**src/rtl/cpu_clkgen.sv**
```systemverilog
module cpu_clkgen #(
  parameter int HOLD_CYCLES = 4
) (
  input  logic osc_i,
  input  logic rst_req_i,
  input  logic rdy_a_i,
  input  logic aen_a_n_i,
  input  logic rdy_b_i,
  input  logic aen_b_n_i,
  output logic clk_o,
  output logic pclk_o,
  output logic reset_o,
  output logic ready_o
);
  localparam int CW = $clog2(HOLD_CYCLES + 1);

  logic [1:0]    ph    = 2'd0;
  logic          clk_q = 1'b0;
  logic          pck_q = 1'b0;
  logic          rq_s1 = 1'b1;
  logic          rq_s2 = 1'b1;
  logic          rst_q = 1'b1;
  logic [CW-1:0] hold  = '0;
  logic          rd_s1 = 1'b0;
  logic          rd_s2 = 1'b0;

  wire rise_en = (ph == 2'd2);
  wire fall_en = (ph == 2'd0);
  wire rdy_any = (rdy_a_i & ~aen_a_n_i) | (rdy_b_i & ~aen_b_n_i);

  always_ff @(posedge osc_i) begin
    ph    <= rise_en ? 2'd0 : ph + 2'd1;
    clk_q <= rise_en;
    if (rise_en) pck_q <= ~pck_q;
  end

  always_ff @(posedge osc_i) begin
    if (fall_en) begin
      rq_s1 <= rst_req_i;
      rq_s2 <= rq_s1;
      if (rq_s2) begin
        rst_q <= 1'b1;
        hold  <= '0;
      end else if (rst_q) begin
        if (hold == CW'(HOLD_CYCLES - 1)) rst_q <= 1'b0;
        else hold <= hold + 1'b1;
      end
    end
  end

  always_ff @(posedge osc_i) begin
    if (rise_en) begin
      rd_s1 <= rdy_any;
      rd_s2 <= rd_s1;
    end
  end

  assign clk_o   = clk_q;
  assign pclk_o  = pck_q;
  assign reset_o = rst_q;
  assign ready_o = rd_s2;
endmodule

```
**config.mk**
```make
export PLATFORM = sky130hd
export DESIGN_NAME = cpu_clkgen
export DESIGN_NICKNAME = d
export VERILOG_FILES = /design/src/rtl/cpu_clkgen.sv
export SDC_FILE = /design/constraint.sdc
export NUM_CORES = 1
export LEC_CHECK = 0
export BUFFER_PORTS_ARGS = -buffer_cell sky130_fd_sc_hd__clkbuf_2
export CAP_MARGIN = 20
export CORE_UTILIZATION = 30
export DETAILED_ROUTE_END_ITERATION = 10
export MAX_ROUTING_LAYER = met4
export PLACE_DENSITY = 0.62
export SYNTH_ARGS = -nofsm -noshare
export SYNTH_HDL_FRONTEND = slang
export SYNTH_SLANG_ARGS = --single-unit
```
**constraint.sdc**
```tcl
create_clock -name osc_i -period 1.37 [get_ports osc_i]
set_clock_uncertainty 0.15 [all_clocks]
set_input_delay 0.0685 -clock osc_i [delete_from_list [all_inputs] [get_ports osc_i]]
set_output_delay 0.0685 -clock osc_i [all_outputs]
set_load 0.02 [all_outputs]
```
==> out/metrics.cfg, run 1 <==
[status]
outcome = finished with violations
failed_checks = negative setup slack

[clocking]
cts_sinks = 12
htreeDepth = 1
cts_max_path_buffers = 2
cts_root_buf = clkbuf_4
cts_resized = 0
clk_pin_slew_ns = 0.07
clk_latency_ns = 0.27
tritoncts = yes
cts_inserted_buffers = 3

[drt]
drt_iter0_drc = 0
highest_layer = met4
met3WireLength_microns = 17
wl_met1_microns = 236
wl_met2_microns = 281
drtPass1Iterations = 1
dr_total_vias = 264
viasPerCell = 4.13
routed_wl_microns = 550
drc_errors = 0
detail_route.wl_per_cell_microns = 8.59
ant_nets = 0

[worst_setup_path]
ff2ff_path_depth = 4
cpPeakStageDelay_ns = 0.39
path_cells = ha_2 > ha_4 > nor2b_4 > o21a_1
start_kind = register
critPathKind = reg -> reg
critPathCaptureType = register
arrival_ns = 1.29
critPathMaxFanout = 3
slowest_stage = edfxtp_1
required_ns = 1.19

[yosys]
synth_seq_cells = 12
synthDistinctLibCells = 10
ys.flop_type = edfxtp_1
ys_top_cells_by_area = edfxtp_1 59%, dfxtp_1 13%, ha_1 11%
synth_area_leader_cell = edfxtp_1
ys.warnings.count = 0
yosysMostFrequentCell = edfxtp_1
synth_top_area_frac = 0.587
syn_area_sq_um = 460
synthArstFlopShare = 0
synth_edf_count = 9
yosysSeqAreaShare = 0.717
syn_avg_cell_area_sq_um = 14.9
syn_inst = 31
synth.net_count = 41
synthTopCellsByCount = 9 x edfxtp_1, 6 x inv_1, 4 x ha_1

[floorplan]
placementRows = 13
core-area_sq_mm = 0.00137
initial_core_util = 0.337
die_h_microns = 41.2
pin_count = 10
die-area_sq_mm = 0.00170
die_x_microns = 41.2

[power_and_ir_drop]
total_power_mw = 0.619
peakVddDrop_mv = 0.439
p_per_area_mw_per_mm2 = 1010
p_leak_nw = 0.264

[placed_design]
portBuffers = 9
dp_slack_ns = -0.125
dp_hpwl_microns = 418
globalplace.congestion = 0.603

[finish]
fillers = 141
diodes = 0
area_growth_pct = 32.6
final_layout_size_suffix_gt1_frac = 0.347
nNetsFinal = 60
utilization = 0.447

[sta]
post-route-min-period_ns = 1.47
hold_viol_final = 0
slew_headroom = 0.852
worst_pin_slew_ns = 0.222
setup_violations = 3
fmax_mhz = 681
rsz0062_at_grt = yes
finalCritPeriodShare = 1.07
finalMaxSlewViolations = 0
fin_ws_ns = -0.0983

[global_route]
grt_pass1_wl_microns = 876
gr-total-overflow = 0
grt_start_max_net_pins = 8
track_usage = 0.0900
antenna_found_initial = 0
grt_pass1_vias = 237

[hold_path]
hold_depth = 3
hold_path_class = in -> reg

[run]
maxCapViolations = 0

## logic make-up after synthesis
group | share of synthesized area
flops | 0.717
simple gates | 0.0951
buf+inv | 0.0489
fa+ha+maj | 0.109
compound gates | 0.0299
## what timing repair did
action,in CTS,in global routing
cloned,0,0
hold endpoints to repair,2,0
pin swaps,1,0
setup endpoints to repair,3,3
setup buffers,1,0
hold buffers,3,0
## metal layers
| metal | track usage | vias to the layer above |
|---|---|---|
| li1 | - | 138 |
| met1 | 0.0925 | 118 |
| met2 | 0.137 | 6 |
| met3 | 0.0326 | 2 |
| met4 | 0.0726 | 0 |
| met5 | - | - |
## area by class of cell
| class | instances | area [sq um] | area share |
|---|---|---|---|
| Sequential cell | 12 | 330 | 0.541 |
| Tap cell | 15 | 18.8 | 0.0307 |
| Multi-Input combinational cell | 13 | 123 | 0.201 |
| Inverter | 6 | 22.5 | 0.0369 |
| Timing Repair Buffer | 14 | 90.1 | 0.148 |
| Clock buffer | 4 | 26.3 | 0.0430 |
## worst max-delay path, delay by kind of cell (launching register included)
kind / cells / cell delay [ns]
simple gates: 1 / 0.11
compound gates: 1 / 0.18
flops: 1 / 0.39
fa+ha+maj: 2 / 0.36
## flip-flops by register name, summed over array words and instances (netlist names)
register and cells:
rq_s1 1, pclk_o 1, rq_s2 1, reset_o 1, ph 2, clk_o 1, hold 3, rd_s1 1
ready_o 1
## metrics by stage
step	TNS [ns]	hold WS, ns	std cells	instance area, sq um
floorplan	-0.162	0.0174	31	475
global placement	-0.306	0.0971	56	547
detailed placement	-0.373	0.0976	56	547
CTS	-0.316	0.00529	64	611
global route	-0.430	0.00854	64	611
finish	-0.286	0.00554	64	611
## power breakdown
part           switching (mW)  internal (mW)  total [mW]
registers                   0          0.386       0.386
logic                 0.00411         0.0119      0.0160
clock network           0.104          0.113       0.217
## path summary, 6_finish.rpt
kind | slack [ns] | to | start
worst min register to register | 0.27 | ph[0] | ph[0]
worst min-delay path | 0.006 | rd_s1 | rdy_b_i
worst max-delay path | -0.1 | hold[1] | hold[0]
worst max register to register | -0.1 | hold[1] | hold[0]
## cells in the final DEF, fill, tap and decap left out, types with 2 or more instances in the layout
cell type and count:
buf_4 2, nor2b_1 2, edfxtp_1 9, inv_1 6, ha_1 2, dlygate4sd3_1 3, clkbuf_4 3, clkbuf_2 9
nor2_1 3, dfxtp_1 3
No activity file was read; power rests on OpenSTA's default activity.
==> run 2, diff against run 1 <==
--- a/config.mk
+++ b/config.mk
@@ -10,7 +10,7 @@
 export CORE_UTILIZATION = 30
 export DETAILED_ROUTE_END_ITERATION = 10
 export MAX_ROUTING_LAYER = met4
-export PLACE_DENSITY = 0.62
+export PLACE_DENSITY = 0.6
 export SYNTH_ARGS = -nofsm -noshare
 export SYNTH_HDL_FRONTEND = slang
 export SYNTH_SLANG_ARGS = --single-unit
==> constraint.sdc (replaced) <==
create_clock -name osc_i -period 1.4 [get_ports osc_i]
set_clock_uncertainty 0.15 [all_clocks]
set_input_delay 0.07 -clock osc_i [delete_from_list [all_inputs] [get_ports osc_i]]
set_output_delay 0.07 -clock osc_i [all_outputs]
set_load 0.02 [all_outputs]
==> run 2 against run 1 <==
Effect of this change: the flow still finishes with violations (negative setup slack); largest power group unchanged; setup slack improved by 0.022 ns; first-iteration DRC count rose by 5; non-clock buffer count unchanged; power is 1.8% lower; hold slack improved by 0.039 ns; register-to-register slack better by 0.02 ns; via count increased by 2.7%; combinational power up 14%.
==> out/metrics.cfg, run 2 (synthesis results as in run 1) <==
[placed_design]
dp_slack_ns = -0.100
globalplace.congestion = 0.610
dp_hpwl_microns = 566
placed_cell_area_sq_um = 547
portBuffers = 9
dp.cells = 56

[clocking]
post_cts_buffers = 0
clk_latency_ns = 0.26
clk_pin_slew_ns = 0.07
cts_max_path_buffers = 2
tritoncts = yes
cts_resized = 0
cts_inserted_buffers = 3
htreeDepth = 1
cts_root_buf = clkbuf_4
cts_sinks = 12

[power_and_ir_drop]
peakVddDrop_mv = 0.485
p_leak_nw = 0.264
p_per_area_mw_per_mm2 = 992
total_power_mw = 0.608

[drt]
viasPerCell = 4.23
dr_total_vias = 271
drtPass1Iterations = 3
drc_errors = 0
ant_nets = 0
drt_iter0_drc = 5
routed_wl_microns = 692
detail_route.wl_per_cell_microns = 10.8

[worst_setup_path]
start_kind = register
path_cells = ha_2 > ha_4 > nor2b_4 > o21a_1
critPathKind = reg -> reg
critPathMaxFanout = 3
cpPeakStageDelay_ns = 0.38
path_delay_family = flip-flops
slowest_stage = edfxtp_1
required_ns = 1.22
crit_buf_inv = 0
arrival_ns = 1.29
critPathCaptureType = register

[floorplan]
die_h_microns = 41.2
initial_core_util = 0.337
placementRows = 13
pin_count = 10
die-area_sq_mm = 0.00170
core-area_sq_mm = 0.00137
die_x_microns = 41.2

[finish]
fillers = 142
instances_no_fill = 64
nNetsFinal = 60
largest_reg_flops = 3
top_regs = hold: 3 flops, ph: 2 flops
area_growth_pct = 33.2
final_layout_size_suffix_gt1_frac = 0.327
largest-register = hold
diodes = 0
fin_area_sq_um = 613
layout_common_cells = 9 x edfxtp_1, 9 x clkbuf_2, 6 x inv_1

[global_route]
gr-total-overflow = 0
grt_start_max_net_pins = 8
track_usage = 0.118
antenna_found_initial = 0
grt_pass1_wl_microns = 1150
grt_pass1_vias = 285

[run]
maxCapViolations = 0

[sta]
finalSetupTns_ns = -0.207
fin_ws_ns = -0.0765
post-route-min-period_ns = 1.48
hold_viol_final = 0
fmax_mhz = 677
finalMaxSlewViolations = 0
slew_headroom = 0.845
finalCritPeriodShare = 1.05
rsz0062_at_grt = yes
setup_violations = 3
worst_pin_slew_ns = 0.232

[status]
outcome = finished with violations
failed_checks = negative setup slack

[hold_path]
hold_path_class = in -> reg

[run 2: worst paths after layout]
check / start / to / slack (ns) / depth (start not counted)
max reg2reg: hold[1] / hold[0] / -0.08 / 4
min reg2reg: ph[0] / ph[0] / 0.27 / 1
min: rdy_a_i / rd_s1 / 0.04 / 3
max: hold[1] / hold[0] / -0.08 / 4
[run 2: layout make-up]
class	count	area, sq um	share of cell area
Timing Repair Buffer	14	92.6	0.151
Tap cell	15	18.8	0.0306
Sequential cell	12	330	0.539
Clock buffer	4	26.3	0.0429
Multi-Input combinational cell	13	123	0.200
Inverter	6	22.5	0.0367
[run 2: timing repair]
action / in CTS / in global routing
pin swaps: 2 / 1
endpoints found under the hold margin: 2 / 0
cloned: 0 / 0
endpoints found under the setup margin: 3 / 3
hold buffers: 4 / 0
[run 2: per-layer routing]
metal,global-route usage,part of all wire,vias up
li1,-,-,140
met1,0.0990,0.36,125
met2,0.223,0.60,6
met3,0.0489,0.040,0
met4,0.0484,0,0
met5,-,0,-
[run 2: per-stage QoR]
step                       util  hold slack (ns)
final                     0.449           0.0442
after global routing      0.449           0.0651
after CTS                 0.449          0.00970
after detailed placement  0.400            0.110
after global placement    0.400           0.0969
after floorplan               -           0.0189
[run 2: worst register-to-register path, stage by stage (launching register included)]
cell      delay (ns)
edfxtp_1        0.38
ha_2            0.21
ha_4            0.16
nor2b_4         0.10
o21a_1          0.17
[run 2: report_power, final]
group / total (mW) / switching, mW / leakage (nW) / internal [mW]
logic: 0.0183 / 0.00478 / 0.139 / 0.0135
clock network: 0.212 / 0.102 / 0.0150 / 0.110
registers: 0.378 / 0 / 0.109 / 0.378
total: 0.608 / 0.107 / 0.264 / 0.501
==> run 3, diff against run 2 <==
--- a/config.mk
+++ b/config.mk
@@ -11,6 +11,7 @@
 export DETAILED_ROUTE_END_ITERATION = 10
 export MAX_ROUTING_LAYER = met4
 export PLACE_DENSITY = 0.6
+export REMOVE_ABC_BUFFERS = 1
 export SYNTH_ARGS = -nofsm -noshare
 export SYNTH_HDL_FRONTEND = slang
 export SYNTH_SLANG_ARGS = --single-unit
==> run 3 against run 2 <==
Effect of this change: the flow still finishes with violations (negative setup slack); wire length down 12%; first-iteration DRC count down 20%; hold slack got worse by 0.041 ns; register-to-register slack about the same; global-route usage down 2.8 points; non-clock buffer count up 2; final cell count grew 3.1%; sequential power barely moved; critical path type unchanged; largest cell class unchanged.
==> out/metrics.cfg, run 3 (synthesis results as in run 1) <==
[placed_design]
dp_hpwl_microns = 430
dp.cells = 57
globalplace.congestion = 0.537
dp_slack_ns = -0.125
portBuffers = 9
placed_cell_area_sq_um = 539

[power_and_ir_drop]
total_power_mw = 0.606
peakVddDrop_mv = 0.485
p_leak_nw = 0.274
p_per_area_mw_per_mm2 = 969

[drt]
drtPass1Iterations = 2
dr_total_vias = 276
detail_route.wl_per_cell_microns = 9.27
drt_iter0_drc = 4
drc_errors = 0
viasPerCell = 4.18
routed_wl_microns = 612
ant_nets = 0

[sta]
rsz0062_at_grt = yes
finalCritPeriodShare = 1.05
setup_violations = 3
hold_viol_final = 0
slew_headroom = 0.840
finalMaxSlewViolations = 0
worst_pin_slew_ns = 0.240
finalSetupTns_ns = -0.190
fmax_mhz = 682
timing.hold.ws_ns = 0.00267
fin_ws_ns = -0.0663
post-route-min-period_ns = 1.47

[finish]
final_layout_size_suffix_gt1_frac = 0.373
top_regs = hold: 3 flops, ph: 2 flops
diodes = 0
nNetsFinal = 62
layout_common_cells = 9 x edfxtp_1, 9 x clkbuf_2, 6 x inv_1
fin_area_sq_um = 626
utilization = 0.458
instances_no_fill = 66
largest_reg_flops = 3
area_growth_pct = 35.9
largest-register = hold

[hold_path]
hold_path_class = in -> reg

[floorplan]
die_x_microns = 41.2
core-area_sq_mm = 0.00137
placementRows = 13
pin_count = 10
die_h_microns = 41.2
initial_core_util = 0.337
die-area_sq_mm = 0.00170

[global_route]
grt_pass1_wl_microns = 848
gr-total-overflow = 0
antenna_found_initial = 0
track_usage = 0.0896
grt_pass1_vias = 251
grt_start_max_net_pins = 8

[worst_setup_path]
start_kind = register
cpPeakStageDelay_ns = 0.39
path_cells = ha_2 > ha_4 > nor2b_4 > o21a_1
critPathCaptureType = register
required_ns = 1.22
critPathKind = reg -> reg
reg2reg_slack_ns = -0.07
crit_buf_inv = 0
slowest_stage = edfxtp_1
arrival_ns = 1.29
critPathMaxFanout = 3
path_delay_family = flip-flops

[clocking]
htreeDepth = 1
cts_root_buf = clkbuf_4
clk_latency_ns = 0.26
clk_pin_slew_ns = 0.07
cts_max_path_buffers = 2
cts_inserted_buffers = 3
cts_sinks = 12
tritoncts = yes

[run]
maxCapViolations = 0

[status]
outcome = finished with violations
failed_checks = negative setup slack

## run 3: cell types whose count changed in the layout (fill, tap and decap cells not counted)
cell | previous run | this run
dlygate4sd3_1 | 4 | 3
buf_4 | 1 | 4
## run 3: path summary, 6_finish.rpt
path / from / endpoint / cells past startpoint
min: rdy_b_i / rd_s1 / 3
max: hold[0] / hold[1] / 4
max reg2reg: hold[0] / hold[1] / 4
min reg2reg: ph[0] / ph[0] / 1
## run 3: area by class of cell
class	count	area, sq um
multi-input combinational	13	123
inverter	6	22.5
timing repair buffer	16	105
fill	142	741
clock buffer	4	26.3
tap	15	18.8
sequential	12	330
## run 3: repair_timing
action / 4_1_cts / 5_1_grt
hold buffers: 3 / 0
setup buffers: 1 / 1
pin swaps: 1 / 0
cloned: 0 / 0
gates resized for setup: 3 / 0
hold endpoints to repair: 2 / 0
setup endpoints to repair: 3 / 3
## run 3: per-layer routing
metal | up-vias | wire [microns] | GRT usage
li1 | 144 | - | -
met1 | 125 | 279 | 0.0814
met2 | 7 | 309 | 0.148
met3 | 0 | 23 | 0.0326
met4 | 0 | 0 | 0.0726
met5 | - | 0 | -
## run 3: power by group
group	internal, mW	switching, mW
Combinational	0.0117	0.00410
Clock	0.110	0.102
Sequential	0.378	0
## run 3: worst register-to-register path: stages, from the launching register on
cell,delay (ns)
edfxtp_1,0.39
ha_2,0.20
ha_4,0.16
nor2b_4,0.10
o21a_1,0.17
